### src/rtl/pchk_pkg.sv
`timescale 1ns/1ps
package pchk_pkg;
   localparam int SEL_W = 4;

   typedef enum logic [2:0] {
      OFF_CTRL  = 3'd0,
      OFF_SEL   = 3'd1,
      OFF_BASE  = 3'd2,
      OFF_LIMIT = 3'd3,
      OFF_ATTRL = 3'd4,
      OFF_ATTRH = 3'd5
   } reg_off_e;

   typedef struct packed {
      logic [26:0] base;
      logic [26:0] lim;
      logic        en;
      logic        xn;
      logic [1:0]  ap;
      logic [1:0]  sh;
      logic [2:0]  aidx;
   } region_t;
endpackage

### src/rtl/pchk_regs.sv
`timescale 1ns/1ps
module pchk_regs
   import pchk_pkg::*;
#(
   parameter int NREG = 16
) (
   input  logic                clk,
   input  logic                rst_n,
   input  logic                wr_en,
   input  logic [2:0]          reg_addr,
   input  logic [31:0]         wdata,
   output logic [31:0]         rdata,
   output logic                ctl_en,
   output logic                ctl_keep,
   output logic                ctl_privdef,
   output region_t [NREG-1:0]  regions,
   output logic [63:0]         attr_bytes
);
   logic [SEL_W-1:0] sel_q;
   logic [31:0]      attr_lo_q, attr_hi_q;
   logic             sel_valid;
   reg_off_e         off;
   region_t          rd_reg;

   assign off        = reg_off_e'(reg_addr);
   assign sel_valid  = ({{(32-SEL_W){1'b0}}, sel_q} < 32'(NREG));
   assign attr_bytes = {attr_hi_q, attr_lo_q};

   always_ff @(posedge clk or negedge rst_n) begin
      if (!rst_n) begin
         ctl_en      <= 1'b0;
         ctl_keep    <= 1'b0;
         ctl_privdef <= 1'b0;
         sel_q       <= '0;
         attr_lo_q   <= '0;
         attr_hi_q   <= '0;
      end else if (wr_en) begin
         case (off)
            OFF_CTRL: begin
               ctl_en      <= wdata[0];
               ctl_keep    <= wdata[1];
               ctl_privdef <= wdata[2];
            end
            OFF_SEL:   sel_q     <= wdata[SEL_W-1:0];
            OFF_ATTRL: attr_lo_q <= wdata;
            OFF_ATTRH: attr_hi_q <= wdata;
            default: ;
         endcase
      end
   end

   for (genvar gi = 0; gi < NREG; gi++) begin : g_region
      always_ff @(posedge clk or negedge rst_n) begin
         if (!rst_n) begin
            regions[gi] <= '0;
         end else if (wr_en && sel_q == SEL_W'(gi)) begin
            if (off == OFF_BASE) begin
               regions[gi].base <= wdata[31:5];
               regions[gi].sh   <= wdata[4:3];
               regions[gi].ap   <= wdata[2:1];
               regions[gi].xn   <= wdata[0];
            end else if (off == OFF_LIMIT) begin
               regions[gi].lim  <= wdata[31:5];
               regions[gi].aidx <= wdata[3:1];
               regions[gi].en   <= wdata[0];
            end
         end
      end
   end

   always_comb begin
      rd_reg = '0;
      for (int i = 0; i < NREG; i++)
         if (sel_q == SEL_W'(i)) rd_reg = regions[i];
   end

   always_comb begin
      rdata = '0;
      case (off)
         OFF_CTRL:  rdata = {29'd0, ctl_privdef, ctl_keep, ctl_en};
         OFF_SEL:   rdata = {{(32-SEL_W){1'b0}}, sel_q};
         OFF_BASE:  rdata = {rd_reg.base, rd_reg.sh, rd_reg.ap, rd_reg.xn};
         OFF_LIMIT: rdata = {rd_reg.lim, 1'b0, rd_reg.aidx, rd_reg.en};
         OFF_ATTRL: rdata = attr_lo_q;
         OFF_ATTRH: rdata = attr_hi_q;
         default:   rdata = '0;
      endcase
   end

   // a region access with the selector out of range leaves the table untouched
   p_sel_guard_r3: assert property (@(posedge clk) disable iff (!rst_n)
      (wr_en && (off == OFF_BASE || off == OFF_LIMIT) && !sel_valid) |=> $stable(regions))
      else $error("region table changed through an out-of-range selector");
endmodule

### src/rtl/pchk_match.sv
`timescale 1ns/1ps
module pchk_match
   import pchk_pkg::*;
#(
   parameter int NREG = 16
) (
   input  logic [31:0]         addr,
   input  region_t [NREG-1:0]  regions,
   output logic [NREG-1:0]     match
);
   logic [26:0] blk;
   assign blk = addr[31:5];

   for (genvar gi = 0; gi < NREG; gi++) begin : g_cmp
      assign match[gi] = regions[gi].en
                         && (blk >= regions[gi].base)
                         && (blk <= regions[gi].lim);
   end
endmodule

### src/rtl/pchk_resolve.sv
`timescale 1ns/1ps
module pchk_resolve
   import pchk_pkg::*;
#(
   parameter int NREG  = 16,
   parameter int IDX_W = (NREG > 1) ? $clog2(NREG) : 1
) (
   input  logic [NREG-1:0]     match,
   input  region_t [NREG-1:0]  regions,
   input  logic [63:0]         attr_bytes,
   input  logic                active,
   input  logic                privdef,
   input  logic                priv,
   input  logic                write,
   input  logic                fetch,
   output logic                allow,
   output logic                fault,
   output logic                hit,
   output logic [IDX_W-1:0]    region,
   output logic [7:0]          attr,
   output logic [1:0]          share,
   output logic                device
);
   logic       one, none, perm_ok, granted;
   logic [IDX_W-1:0] idx;
   region_t    sel;
   logic [7:0] abyte;

   assign one  = $onehot(match);
   assign none = (match == '0);

   always_comb begin
      idx = '0;
      sel = '0;
      for (int i = 0; i < NREG; i++)
         if (match[i]) begin
            idx = IDX_W'(i);
            sel = regions[i];
         end
   end

   assign abyte   = attr_bytes[{sel.aidx, 3'b000} +: 8];
   assign perm_ok = !(fetch && sel.xn) && !(write && sel.ap[1]) && (priv || sel.ap[0]);
   assign granted = active && one && perm_ok;

   assign allow  = !active || granted || (none && priv && privdef);
   assign fault  = !allow;
   assign hit    = active && one;
   assign region = hit ? idx : '0;
   assign attr   = granted ? abyte : 8'h00;
   assign share  = granted ? sel.sh : 2'b00;
   assign device = granted && (abyte[7:4] == 4'h0);
endmodule

### src/rtl/prot_check.sv
`timescale 1ns/1ps
module prot_check
   import pchk_pkg::*;
#(
   parameter int NREG  = 16,
   parameter int IDX_W = (NREG > 1) ? $clog2(NREG) : 1
) (
   input  logic              clk,
   input  logic              rst_n,
   input  logic              reg_wr,
   input  logic [2:0]        reg_addr,
   input  logic [31:0]       reg_wdata,
   output logic [31:0]       reg_rdata,
   input  logic [31:0]       lk_addr,
   input  logic              lk_priv,
   input  logic              lk_write,
   input  logic              lk_fetch,
   input  logic              lk_in_fault,
   output logic              lk_allow,
   output logic              lk_fault,
   output logic              lk_hit,
   output logic [IDX_W-1:0]  lk_region,
   output logic [7:0]        lk_attr,
   output logic [1:0]        lk_share,
   output logic              lk_device
);
   if (NREG < 1 || NREG > (1 << SEL_W)) begin : g_bad_nreg
      $error("prot_check: NREG must be between 1 and 16");
   end

   logic               ctl_en, ctl_keep, ctl_privdef, active;
   region_t [NREG-1:0] regions;
   logic [63:0]        attr_bytes;
   logic [NREG-1:0]    match;

   pchk_regs #(.NREG(NREG)) u_regs (
      .clk(clk), .rst_n(rst_n), .wr_en(reg_wr), .reg_addr(reg_addr),
      .wdata(reg_wdata), .rdata(reg_rdata), .ctl_en(ctl_en),
      .ctl_keep(ctl_keep), .ctl_privdef(ctl_privdef),
      .regions(regions), .attr_bytes(attr_bytes)
   );

   pchk_match #(.NREG(NREG)) u_match (
      .addr(lk_addr), .regions(regions), .match(match)
   );

   assign active = ctl_en && (!lk_in_fault || ctl_keep);

   pchk_resolve #(.NREG(NREG), .IDX_W(IDX_W)) u_resolve (
      .match(match), .regions(regions), .attr_bytes(attr_bytes),
      .active(active), .privdef(ctl_privdef), .priv(lk_priv),
      .write(lk_write), .fetch(lk_fetch), .allow(lk_allow),
      .fault(lk_fault), .hit(lk_hit), .region(lk_region),
      .attr(lk_attr), .share(lk_share), .device(lk_device)
   );

   // checker off grants everything with empty attributes
   p_off_allows_r8: assert property (@(posedge clk) disable iff (!rst_n)
      !ctl_en |-> (lk_allow && !lk_hit && lk_attr == 8'h00 && !lk_device))
      else $error("disabled checker did not pass the access");

   // overlapping regions always refuse the access
   p_multi_faults_r6: assert property (@(posedge clk) disable iff (!rst_n)
      (active && $countones(match) > 1) |-> (lk_fault && !lk_hit && lk_attr == 8'h00))
      else $error("multi-region match was not refused");

   // a grant while checking, outside the default map, needs exactly one match
   p_grant_single_r5: assert property (@(posedge clk) disable iff (!rst_n)
      (active && lk_allow && !(lk_priv && ctl_privdef)) |-> $onehot(match))
      else $error("grant without a single matching region");

   // fetch from an execute-never region is refused
   p_xn_fetch_r7: assert property (@(posedge clk) disable iff (!rst_n)
      (lk_hit && lk_fetch && regions[lk_region].xn) |-> lk_fault)
      else $error("fetch from execute-never region granted");

   // device flag only on granted accesses with a zero upper attribute nibble
   p_device_attr_r10: assert property (@(posedge clk) disable iff (!rst_n)
      lk_device |-> (lk_allow && lk_hit && lk_attr[7:4] == 4'h0))
      else $error("device flag inconsistent with attributes");
endmodule

### config.mk
export PLATFORM = sky130hd
export DESIGN_NAME = prot_check
export DESIGN_NICKNAME = d
export VERILOG_FILES = /design/src/rtl/pchk_pkg.sv /design/src/rtl/pchk_regs.sv /design/src/rtl/pchk_match.sv /design/src/rtl/pchk_resolve.sv /design/src/rtl/prot_check.sv
export SDC_FILE = /design/constraint.sdc
export NUM_CORES = 2
export LEC_CHECK = 0
export BUFFER_PORTS_ARGS = -buffer_cell sky130_fd_sc_hd__buf_4
export CORE_UTILIZATION = 60
export CTS_CLUSTER_DIAMETER = 100
export DETAILED_ROUTE_END_ITERATION = 6
export PLACE_DENSITY = 0.77
export RECOVER_POWER = 25
export SLEW_MARGIN = 20
export SYNTH_ARGS = -nofsm -noshare
export SYNTH_HDL_FRONTEND = slang
export SYNTH_SLANG_ARGS = --single-unit
### constraint.sdc
create_clock -name clk -period 9.2 [get_ports clk]
set_input_delay 0.92 -clock clk [delete_from_list [all_inputs] [get_ports clk]]
set_output_delay 0.92 -clock clk [all_outputs]
set_load 0.05 [all_outputs]
==> results.md <==
- Run status: finished, violations left
- Failing checks: DRC, capacitance limit, slew limit
- Beginning of the critical path: lk_addr[31]
- Antenna violations before repair: 22
- Yosys warnings: 0
- Ratio of cells with drive above 1 in the final layout: 18.3%
- Die Y: 345 um
- Element type at the critical path end: output pin
- Number of detailed-route iterations in the first pass: 7
- Inserted Clock Buffers: 120
- Row Count: 125
- Static leakage: 37.5 nW
- Top cells by instance count after synthesis: sky130_fd_sc_hd__dfrtp_1, sky130_fd_sc_hd__inv_1, sky130_fd_sc_hd__ha_1, sky130_fd_sc_hd__mux2_2, sky130_fd_sc_hd__nand2_1
- Source-to-sink clock delay at the later pin of the worst-skew pair: 0.78 ns
- Largest net degree at the start of global routing: 170
- Number of nets produced by synthesis: 8309
- TritonCTS clock tree: done
- Syn_area_per_cell: roughly 9.6 sq um
- Slew Limit Headroom: -262%
- Simple-gate share of the synthesized area: between 9 and 10%
- Number of distinct standard cells referenced by the synthesized netlist: around 90
- Post-placement cell area: around 74000 sq um
- Cell area after synthesis: 70400 sq um
- Maxcap violations: 7
- Global Route Usage Sum: about half
- CP required: 8.28 ns
- Number of nets at the end of the flow: 8440
- Via count of the first global-routing pass: ~60000
- Asr flop ratio synth: 100%
- Number of flops mapped to enable cells by yosys: 0
- Portion of the post-synthesis area used by sequential elements: 38.4%
- Clock transition at the register clock pins on the worst setup and hold paths after CTS: approximately 0.06 ns
- Setup Crit Path Kind: in2out
- Critical path data arrival time: between 8 and 9 ns
- Cell with the most instances after synthesis: sky130_fd_sc_hd__dfrtp_1
- Start point of the worst hold path: u_regs.regions[608]$_DFFE_PN0P_
- Routed wire length: 307 mm
- HPWL after detailed placement: between 200 and 250 mm
- CP max stage delay: 0.58 ns
- Fraction of the mapped netlist area in adder cells: 16.1%
- Final estimated routing congestion in global placement: 1.07
- Clock sink count: 1079
- Synth top area cells: sky130_fd_sc_hd__dfrtp_1, sky130_fd_sc_hd__ha_1, sky130_fd_sc_hd__mux2_2
- Cell area after layout: 78900 sq um
- Sum of overflow across all layers after global routing: 0
- Final-report max-slew violation count: 417
- Power per standard cell area: around 240 nW/um^2
- Relative area change from synthesis to final layout: 12.1%
- Level count of the clock H-tree: 3
- Largest vdd supply drop: roughly 0.21 mV
- Max Buffers Root-to-Sink: 3
- Final setup TNS: 0 ns
- Worst min-delay path category: reg2reg
- Fin crit period: 9.07 ns
- Proportion of synthesized area in mux cells: 11.4%
- Crit share post-route: 98.6%
- Hold-fix buffers, CTS: 0
- Per-cell via count in the routed design: between 7 and 8
- Final setup viols: 0
- Most repeated library cell on the critical path: sky130_fd_sc_hd__fa_1
- Antenna violation net count after detailed routing: 0
- I/O pins: 124
- Input/output buffers: ~120
- Placeable Area: 116000 sq um
- Critical-path maximum fanout: 10
- Violation count after the first detailed-route iteration: 9871
- Combinational family with the most area after synthesis: compound AO/OA/AOI/OAI gates
- Top flip-flop cell by instance count after synthesis: sky130_fd_sc_hd__dfrtp_1
- Area share of xor/xnor cells in the synthesized design: 0%
- Die width: 345 um
- First-pass GRT wire length: 432 mm
- Area share of the leading cell type in the synthesized netlist: between 30% and 40%
- Cell count after synthesis: between 7000 and 8000
- Number of design rule violations left after detail routing: 4
- Crit path launch type: input port
- Compound-gate portion of the synthesized area: between 10% and 20%
- Transition at the pin with the smallest max-transition slack: 5.43 ns
- Reg2reg start: u_regs.sel_q[0]$_DFFE_PN0P_
- Worst Skew: roughly 0.015 ns
- Fin. Hold Viols: 0
- Area leader, netlist: sky130_fd_sc_hd__dfrtp_1
- Register bit total from synthesis: between 1000 and 1500
- Routed len/inst: about 34 um
- Initial core utilization: about three fifths
- Hold_ws: roughly 0.5 ns
- Cell chosen for the clock root: sky130_fd_sc_hd__clkbuf_16
- Vias: 63965
- Worst path slowest cell: sky130_fd_sc_hd__a21boi_0
- Area of the die: 119000 sq um
- Highest Clock Rate: 110 MHz
==> worst max-delay path: cells and delay by family <==
| family | cells | cell delay, ns |
|---|---|---|
| fa+ha+maj | 8 | 3.25 |
| compound gates | 3 | 1.25 |
| buf+inv | 8 | 1.22 |
| simple gates | 9 | 1.44 |
==> power breakdown <==
group          switching [mW]  leakage [nW]  internal (mW)
clock network            2.16          2.04           2.97
registers               0.885          13.0           5.75
logic                    4.70          22.4           2.58
total                    7.75          37.5           11.3
==> final cells by class <==
cell class | instances | area (sq um)
Clock buffer | 180 | 3570
Antenna cell | 9 | 22.5
Inverter | 906 | 3400
Tap cell | 1524 | 1910
Fill cell | 9190 | 37300
Timing Repair Buffer | 406 | 3420
Multi-Input combinational cell | 4956 | 39000
Sequential cell | 1079 | 27000
Clock inverter | 43 | 551
==> sequential cells by signal, summed over array words and instances, names as in the netlist <==
register            flops
u_regs.attr_hi_q       32
u_regs.ctl_en           1
u_regs.ctl_privdef      1
u_regs.attr_lo_q       32
u_regs.regions       1008
u_regs.ctl_keep         1
u_regs.sel_q            4
==> final timing paths <==
check                                                  end  slack [ns]  cells after the start
max                                             lk_attr[5]        0.13                     28
min                        u_regs.regions[608]$_DFFE_PN0P_        0.50                      1
max reg2reg                u_regs.regions[484]$_DFFE_PN0P_        4.70                      5
min reg2reg                u_regs.regions[608]$_DFFE_PN0P_        0.50                      1
max in group asynchronous  u_regs.regions[549]$_DFFE_PN0P_        1.66                      3
min in group asynchronous  u_regs.regions[905]$_DFFE_PN0P_        2.13                      1
==> what timing repair did <==
action,CTS,global route
gates cloned,1,0
endpoints found under the setup margin,13,13
resized for setup,16,50
pin swaps,5,19
setup buffers,3,4
==> metrics by stage <==
| step | std cells | power (mW) | worst slack [ns] | utilization, % |
|---|---|---|---|---|
| 2_1_floorplan | 7338 | 10.3 | -0.356 | - |
| 3_3_place_gp | 8859 | 13.1 | -0.586 | 64.0 |
| 3_5_place_dp | 8859 | 13.3 | -0.620 | 64.0 |
| 4_1_cts | 9086 | 18.5 | 0.0105 | 67.6 |
| 5_1_grt | 9095 | 19.7 | -0.0310 | 67.9 |
| 6_report | 9103 | 19.1 | 0.132 | 67.9 |
==> logic make-up (layout without fill, tap and decap cells) <==
family	count (synthesis)	after routing
adder cells (fa/ha/maj)	897	897
flip-flops	1079	1079
other	0	9
AO/OA/AOI/OAI	1869	1869
AND/OR/NAND/NOR	1473	1473
multiplexers	717	717
buffers and inverters	1303	1535
==> placed cells by master, fill, tap and decap left out, types with 17 or more instances in the layout <==
cell type                   count
sky130_fd_sc_hd__inv_1        895
sky130_fd_sc_hd__buf_4        356
sky130_fd_sc_hd__mux2_2       663
sky130_fd_sc_hd__o211ai_1      35
sky130_fd_sc_hd__o21a_1        36
sky130_fd_sc_hd__o31ai_1       20
sky130_fd_sc_hd__o22ai_1       83
sky130_fd_sc_hd__a221o_1       17
sky130_fd_sc_hd__a221oi_1     122
sky130_fd_sc_hd__clkinv_2      20
sky130_fd_sc_hd__a41oi_1       29
sky130_fd_sc_hd__nor2_4        20
sky130_fd_sc_hd__a21o_1        81
sky130_fd_sc_hd__ha_1         883
sky130_fd_sc_hd__and3_1        33
sky130_fd_sc_hd__nand2_1      628
sky130_fd_sc_hd__o221ai_1      48
sky130_fd_sc_hd__clkbuf_16    120
sky130_fd_sc_hd__a211oi_1      65
sky130_fd_sc_hd__nor3_1        75
sky130_fd_sc_hd__buf_12        27
sky130_fd_sc_hd__a21oi_1      287
sky130_fd_sc_hd__clkbuf_8      34
sky130_fd_sc_hd__nor2b_1       38
sky130_fd_sc_hd__a2111oi_0     22
sky130_fd_sc_hd__clkbuf_1      31
sky130_fd_sc_hd__nand3_1      145
sky130_fd_sc_hd__a31oi_1       34
sky130_fd_sc_hd__a211o_1       17
sky130_fd_sc_hd__nor2_1       212
sky130_fd_sc_hd__a22oi_1      158
sky130_fd_sc_hd__nand2b_1      42
sky130_fd_sc_hd__nor4_1        26
sky130_fd_sc_hd__dfrtp_1     1079
sky130_fd_sc_hd__o21ai_0      635
sky130_fd_sc_hd__mux2i_1       49
sky130_fd_sc_hd__a222oi_1      49
sky130_fd_sc_hd__nand4_1      150
==> metal layers <==
metal | up-vias | GRT usage (%) | share of wire (%)
met4 | 32 | 29.0 | 6.6
met5 | - | 2.36 | 0.19
met2 | 4905 | 66.5 | 38
met1 | 31292 | 68.0 | 38
met3 | 971 | 26.0 | 17
li1 | 26765 | - | -
(Power assumes the default switching activity.)
